File: src/rtl/lane_interleaver_pkg.sv
package lane_interleaver_pkg;

  // Strobes from the control section to the datapath, valid for one cycle
  typedef struct packed {
    logic capture;    // load lane bits into the holding register
    logic emit;       // drive a held bit onto the serial output this slot
    logic firstEmit;  // first emitted slot since reset
    logic frameSlot;  // current slot carries lane 0
  } ctrlStrobes_t;

endpackage

File: src/rtl/lane_interleaver_ctrl.sv
module lane_interleaver_ctrl
  import lane_interleaver_pkg::*;
#(
  parameter int LANES = 4,
  parameter bit ALIGN_ON_START = 1'b0,
  localparam int SEL_W = (LANES > 1) ? $clog2(LANES) : 1
) (
  input  logic             clk,
  input  logic             rst,
  input  logic             capStrobe,
  output ctrlStrobes_t     strb,
  output logic [SEL_W-1:0] slot
);

  localparam logic [SEL_W-1:0] LAST_SLOT = SEL_W'(LANES - 1);

  logic [SEL_W-1:0] selCnt;
  logic             started;   // holding register has valid data
  logic             aligned;   // output has been enabled at least once
  logic             emitGate;

  always_ff @(posedge clk) begin
    if (rst) begin
      selCnt  <= '0;
      started <= 1'b0;
      aligned <= 1'b0;
    end else begin
      selCnt <= (selCnt == LAST_SLOT) ? '0 : selCnt + 1'b1;
      if (capStrobe) started <= 1'b1;
      if (emitGate)  aligned <= 1'b1;
    end
  end

  generate
    if (ALIGN_ON_START) begin : g_align
      // withhold output until the counter reaches lane 0 once
      assign emitGate = started && (aligned || (selCnt == '0));
    end else begin : g_free
      assign emitGate = started;
    end
  endgenerate

  always_comb begin
    strb.capture   = capStrobe;
    strb.emit      = emitGate;
    strb.firstEmit = emitGate && !aligned;
    strb.frameSlot = (selCnt == '0);
  end

  assign slot = selCnt;

endmodule

File: src/rtl/lane_interleaver_dp.sv
module lane_interleaver_dp
  import lane_interleaver_pkg::*;
#(
  parameter int LANES = 4,
  localparam int SEL_W = (LANES > 1) ? $clog2(LANES) : 1
) (
  input  logic             clk,
  input  logic             rst,
  input  logic [LANES-1:0] laneIn,
  input  ctrlStrobes_t     strb,
  input  logic [SEL_W-1:0] slot,
  output logic             serOut,
  output logic             frameStart,
  output logic [SEL_W-1:0] leadLane
);

  logic [LANES-1:0] holdReg;
  logic [LANES-1:0] hit;
  logic             pick;

  always_ff @(posedge clk) begin
    if (rst)               holdReg <= '0;
    else if (strb.capture) holdReg <= laneIn;
  end

  // AND-OR slot selector, one term per lane
  generate
    for (genvar g = 0; g < LANES; g++) begin : g_pick
      assign hit[g] = holdReg[g] & (slot == SEL_W'(g));
    end
  endgenerate

  assign pick = |hit;

  always_ff @(posedge clk) begin
    if (rst) begin
      serOut     <= 1'b0;
      frameStart <= 1'b0;
      leadLane   <= '0;
    end else begin
      serOut     <= strb.emit & pick;
      frameStart <= strb.emit & strb.frameSlot;
      if (strb.firstEmit) leadLane <= slot;
    end
  end

endmodule

File: src/rtl/lane_interleaver.sv
module lane_interleaver
  import lane_interleaver_pkg::*;
#(
  parameter int LANES = 4,
  parameter bit ALIGN_ON_START = 1'b0,
  localparam int SEL_W = (LANES > 1) ? $clog2(LANES) : 1
) (
  input  logic             clk,
  input  logic             rst,
  input  logic             capStrobe,
  input  logic [LANES-1:0] laneIn,
  output logic             serOut,
  output logic             frameStart,
  output logic [SEL_W-1:0] leadLane
);

  ctrlStrobes_t     strb;
  logic [SEL_W-1:0] slotSel;

  lane_interleaver_ctrl #(
    .LANES(LANES),
    .ALIGN_ON_START(ALIGN_ON_START)
  ) u_ctrl (
    .clk(clk),
    .rst(rst),
    .capStrobe(capStrobe),
    .strb(strb),
    .slot(slotSel)
  );

  lane_interleaver_dp #(
    .LANES(LANES)
  ) u_dp (
    .clk(clk),
    .rst(rst),
    .laneIn(laneIn),
    .strb(strb),
    .slot(slotSel),
    .serOut(serOut),
    .frameStart(frameStart),
    .leadLane(leadLane)
  );

endmodule

File: config.mk
export PLATFORM = sky130hd
export DESIGN_NAME = lane_interleaver
export DESIGN_NICKNAME = d
export VERILOG_FILES = /design/src/rtl/lane_interleaver_pkg.sv /design/src/rtl/lane_interleaver_ctrl.sv /design/src/rtl/lane_interleaver_dp.sv /design/src/rtl/lane_interleaver.sv
export SDC_FILE = /design/constraint.sdc
export NUM_CORES = 1
export LEC_CHECK = 0
export BUFFER_PORTS_ARGS = -buffer_cell sky130_fd_sc_hd__clkbuf_2
export CELL_PAD_IN_SITES_DETAIL_PLACEMENT = 2
export CELL_PAD_IN_SITES_GLOBAL_PLACEMENT = 2
export CORE_MARGIN = 2
export CORE_UTILIZATION = 30
export CTS_CLUSTER_DIAMETER = 40
export DETAILED_ROUTE_END_ITERATION = 6
export GPL_ROUTABILITY_DRIVEN = 0
export GPL_TIMING_DRIVEN = 0
export PLACE_DENSITY = 0.79
export SETUP_SLACK_MARGIN = 0.3
export SLEW_MARGIN = 20
export SYNTH_ARGS = -nofsm -noshare
export SYNTH_HDL_FRONTEND = slang
export SYNTH_SLANG_ARGS = --single-unit
File: constraint.sdc
create_clock -name clk -period 1.42 [get_ports clk]
set_input_delay 0.426 -clock clk [delete_from_list [all_inputs] [get_ports clk]]
set_output_delay 0.426 -clock clk [all_outputs]
set_load 0.05 [all_outputs]
Word level (Yosys, flattened, before mapping)
Cells that the tools add are included.

storage, ports and cells
  flip-flop bits (word level) = 12
  memories = 0
  word-level logic and storage cells = 22
  input port bits = 7
  RAM bits = 0
  memory bits (read-only) = 0
  output and inout port bits = 4
  latch bits = 0

cells by class
  muxes and demuxes = 0
  reductions and logical operators = 5
  multiply operators = 0
  $lt $le $gt $ge = 0
  equal/unequal tests = 3
  shifts and indexed selects = 0
  divide/modulo/power cells = 0
  add/subtract/negate cells = 1
  bitwise gates (word level) = 6

operator list
  operator             number
  $and 1x1->1          6
  $eq 2x2->1 const B   2
  $reduce_or 4->1      1
  $add 2x1->2 const B  1
  $eq 2x1->1 const B   1
  $logic_not 2->1      1
  $reduce_or 2->1      1
  $logic_and 1x1->1    1
  $logic_not 1->1      1

Longest topological paths before layout
  depth after elaboration = 4
  mapped depth = 5
  depth with buffers taken out = 5

Cells and area by module
From an unflattened synthesis, not the netlist that was laid out.

unflattened totals
  cells, all modules = 39
  area, all modules = 452.9 um^2

by module, submodules not included
  module                 seq. area each (um^2)  instances  area each (um^2)  cells each
  lane_interleaver_dp    160.2                  1          286.5             24
  lane_interleaver_ctrl  80.1                   1          166.4             15

Least setup slack after synthesis
Ideal clock, no wire load.

  path type = register -> register
  start = reg u_ctrl.selCnt[0] (netlist: u_ctrl.slot[0])
  end = reg u_dp.serOut
  required time = 1298 ps
  library setup time = 122 ps
  clock period less this slack = 1132 ps
  path buffers = 0
  data arrival time = 1010 ps
  path slack = 288 ps
  cell stages (with the launch flop) = 6
  path through = dfxtp_1 > inv_1 > ha_1 > a22o_1 > a221oi_2 > nor3b_1

between the ends
  longest elaborated chain between the ends = 4
  elaborated cells on any way between the ends = 10
  those cells by class = eq/ne: 3; bitwise: 5; reduce/logical: 2

RTL lines
  element                             RTL line                     RTL
  start: declaration                  lane_interleaver_ctrl.sv:17  logic [SEL_W-1:0] selCnt;
  start signal: assignment            lane_interleaver_ctrl.sv:28  selCnt <= (selCnt == LAST_SLOT) ? '0 : selCnt + 1'b1;
  $eq 2x1->1 (tied with other cells)  lane_interleaver_dp.sv:29    assign hit[g] = holdReg[g] & (slot == SEL_W'(g));
  $and 1x1->1                         lane_interleaver_dp.sv:29
  $reduce_or 4->1 *                   lane_interleaver_dp.sv:33    assign pick = |hit;
  $and 1x1->1 *                       lane_interleaver_dp.sv:41    serOut <= strb.emit & pick;
  end signal: assignment              lane_interleaver_dp.sv:41
  end: declaration                    lane_interleaver_dp.sv:12    output logic serOut,

Mark *: on every way between the ends. The rest lies on a longest branch, timed or not.
A chain may end at the register's enable or synchronous reset.

Worst setup path after layout
  start = reg u_dp.leadLane[0]
  end = out leadLane[0]

RTL lines
  element                   RTL line                   RTL
  start: declaration        lane_interleaver_dp.sv:14  output logic [SEL_W-1:0] leadLane
  start signal: assignment  lane_interleaver_dp.sv:43  if (strb.firstEmit) leadLane <= slot;
  end: declaration          lane_interleaver.sv:14     output logic [SEL_W-1:0] leadLane

No word-level cell between the ends.

==> metrics.txt <==
unrepaired setup endpoints after global routing true; DP HPWL 630.8 microns; number of synthesis warnings 0; vias in the first global route approximately 370; Final Max Slew Viols 0; number of cells on the critical path 1; Rel. slew slack just under 90%; CTS tree done; Yosys cell types 12; first drt pass iteration count 2; CP max-delay cell dfxtp_2; Die ar. roughly 1900 sq um; total track usage about 13%; placed cells a little under 70; # H-tree levels 1; CP top delay family flip-flops; Initial Util a little under a third; final setup vio count 0; required time of the critical path ~1000 ps; number of CTS-inserted buffers 3; Post-Syn Instances between 40 and 50; Final period util just under 90%; maxcap violations 0; critical-path cell list clkbuf_16; CTS Buffer Depth 2; Seq cells post-synth 12; Fin. Hold Viols 0; detailed-route DRC error count 0; dpl ws approximately 240 ps; Worst setup EP type output pin; clock sinks 12; global-route wire length before repair between 1500 and 2000 microns; status finished, final reports clean; WP buf/inv 1; core area roughly 1500 sq um; final clock skew 5.986 ps; sequential element share of the synthesized area 51.47%; input/output buffers 9; routed len/inst between 10 and 15 microns; leakage power about 0.3 nW; Post-Syn Area roughly 470 sq um; R2R depth 4; worst hold path type in2reg; Synth area leader dfxtp_1; reg2reg setup slack between 200 and 300 ps; Antenna Cells 0; row count 14; CTS root buf clkbuf_4; drt via density ~4.9; share of layout cells above drive strength 1 50.85%; Area Overhead vs Synth 46.38%; reg-to-reg endpoint u_dp.serOut; largest net degree at the start of global routing 11; Clock Latency Late Sink roughly 280 ps; CP Data Arrival Time approximately 800 ps; worst stage delay on the critical path about 360 ps; Power, Total 809.5 uW; Final nets 71; Final ANT Viol Nets 0; Critical R2R Launch u_ctrl.slot[0]; die span in x 43.44 microns; Final Util 45.88%; leading cell type in the layout, fill and taps excluded nor2_1; CP startpoint u_dp.leadLane[0]; top cell type's share of synthesized area about 51%; Setup CP Type reg2out; Worst Max-Slew Pin Slew between 150 and 200 ps; I/O pin count 11; Avg Synthesized Cell Area roughly 11 sq um; Worst Setup Slack, final roughly 190 ps; syn nets 54; via count 368; antenna violations before repair 0; fin crit period ~1200 ps; Setup TNS Final 0 ps; non-filler cells, final 75; f_max 812.5 MHz; final wirelength 1111 microns; Synth area leaders dfxtp_1 51%, mux2i_1 13%, ha_1 11%; CP endpoint leadLane[0]; startpoint types flip-flop; Clock transition at path regs 80 ps; pwr dens between 1000 and 1500 nW/um^2; crit-path max FO 2; peak supply drop roughly 470 uV; cts hold-fix bufs 0; grt total ovfl 0; die height ~43 microns; 1st-iter DRT viols 3; most frequent cells in the layout 10 x nor2_1, 6 x mux2i_1, 6 x dfxtp_1
[cell families (layout without fill, tap and decap cells)]
family,after synthesis,after routing,share of synthesized area [%]
muxes,6,6,12.87
buffers and inverters,4,20,3.754
adders and majority gates,4,4,10.72
AOI/OAI and AO/OA,2,2,5.093
and+or+nand+nor,15,15,16.09
DFF,12,12,51.47
[stage by stage]
stage               hold WS [ps]  area (sq um)
floorplan                  427.7         467.9
detailed placement         458.3         533.0
global placement           439.4         533.0
global route               308.7         683.2
finish                     322.3         683.2
CTS                        330.2         661.9
[worst register-to-register path, delay by kind of cell (launching register included)]
family,cells,cell delay (ps)
compound gates,2,400
fa+ha+maj,1,170
flops,1,380
simple gates,1,70
[registers in the layout, indices dropped and copies added (netlist names)]
name             cells
u_ctrl.slot          2
u_ctrl.emitGate      1
u_dp.frameStart      1
u_dp.leadLane        2
u_dp.holdReg         4
u_ctrl.aligned       1
u_dp.serOut          1
[synthesized netlist by cell type (all sizes together)]
| cell | number |
|---|---|
| and3b | 1 |
| dfxtp | 12 |
| mux2i | 6 |
| a22o | 1 |
| nor3b | 2 |
| buf | 2 |
| a221oi | 1 |
| nor2 | 10 |
| and2b | 1 |
| ha | 4 |
| nor3 | 1 |
| inv | 2 |
[timing repair]
action / in CTS / in global routing
gates resized for setup: 22 / 4
endpoints found under the setup margin: 5 / 5
hold endpoints to repair: 0 / 0
pin swaps: 3 / 4
buffers inserted: 1 / 2
[power breakdown]
| group | switching [mW] | internal (mW) | leakage (nW) |
|---|---|---|---|
| Sequential | 0.0278 | 0.364 | 0.102 |
| Combinational | 0.0673 | 0.0699 | 0.182 |
| Clock | 0.125 | 0.156 | 0.0210 |
| Total | 0.220 | 0.590 | 0.305 |
[final cells by class]
| cell class | count | area (sq um) |
|---|---|---|
| multi-input combinational | 27 | 236.5 |
| timing repair buffer | 12 | 117.6 |
| fill | 153 | 805.8 |
| inverter | 2 | 10.01 |
| tap | 16 | 20.02 |
| buffer | 2 | 10.01 |
| sequential | 12 | 252.7 |
| clock buffer | 4 | 36.28 |
[per-layer routing]
layer	share of wire (%)	global-route usage, %	wire length, microns
met5	0	0	0
met3	2.6	3.750	29
met2	55	22.39	615
met4	2.9	10.91	32
met1	39	12.40	433
[worst min-delay path by stage]
stage	to	cells past startpoint	slack [ps]	start
2_1_floorplan	u_ctrl.aligned	2	430	u_ctrl.aligned
3_3_place_gp	u_ctrl.aligned	2	440	u_ctrl.aligned
3_5_place_dp	u_ctrl.slot[0]	1	460	u_ctrl.slot[0]
4_1_cts	u_dp.serOut	2	330	rst
5_1_grt	u_dp.serOut	2	310	rst
6_report	u_dp.serOut	2	320	rst
(Power assumes the default switching activity.)
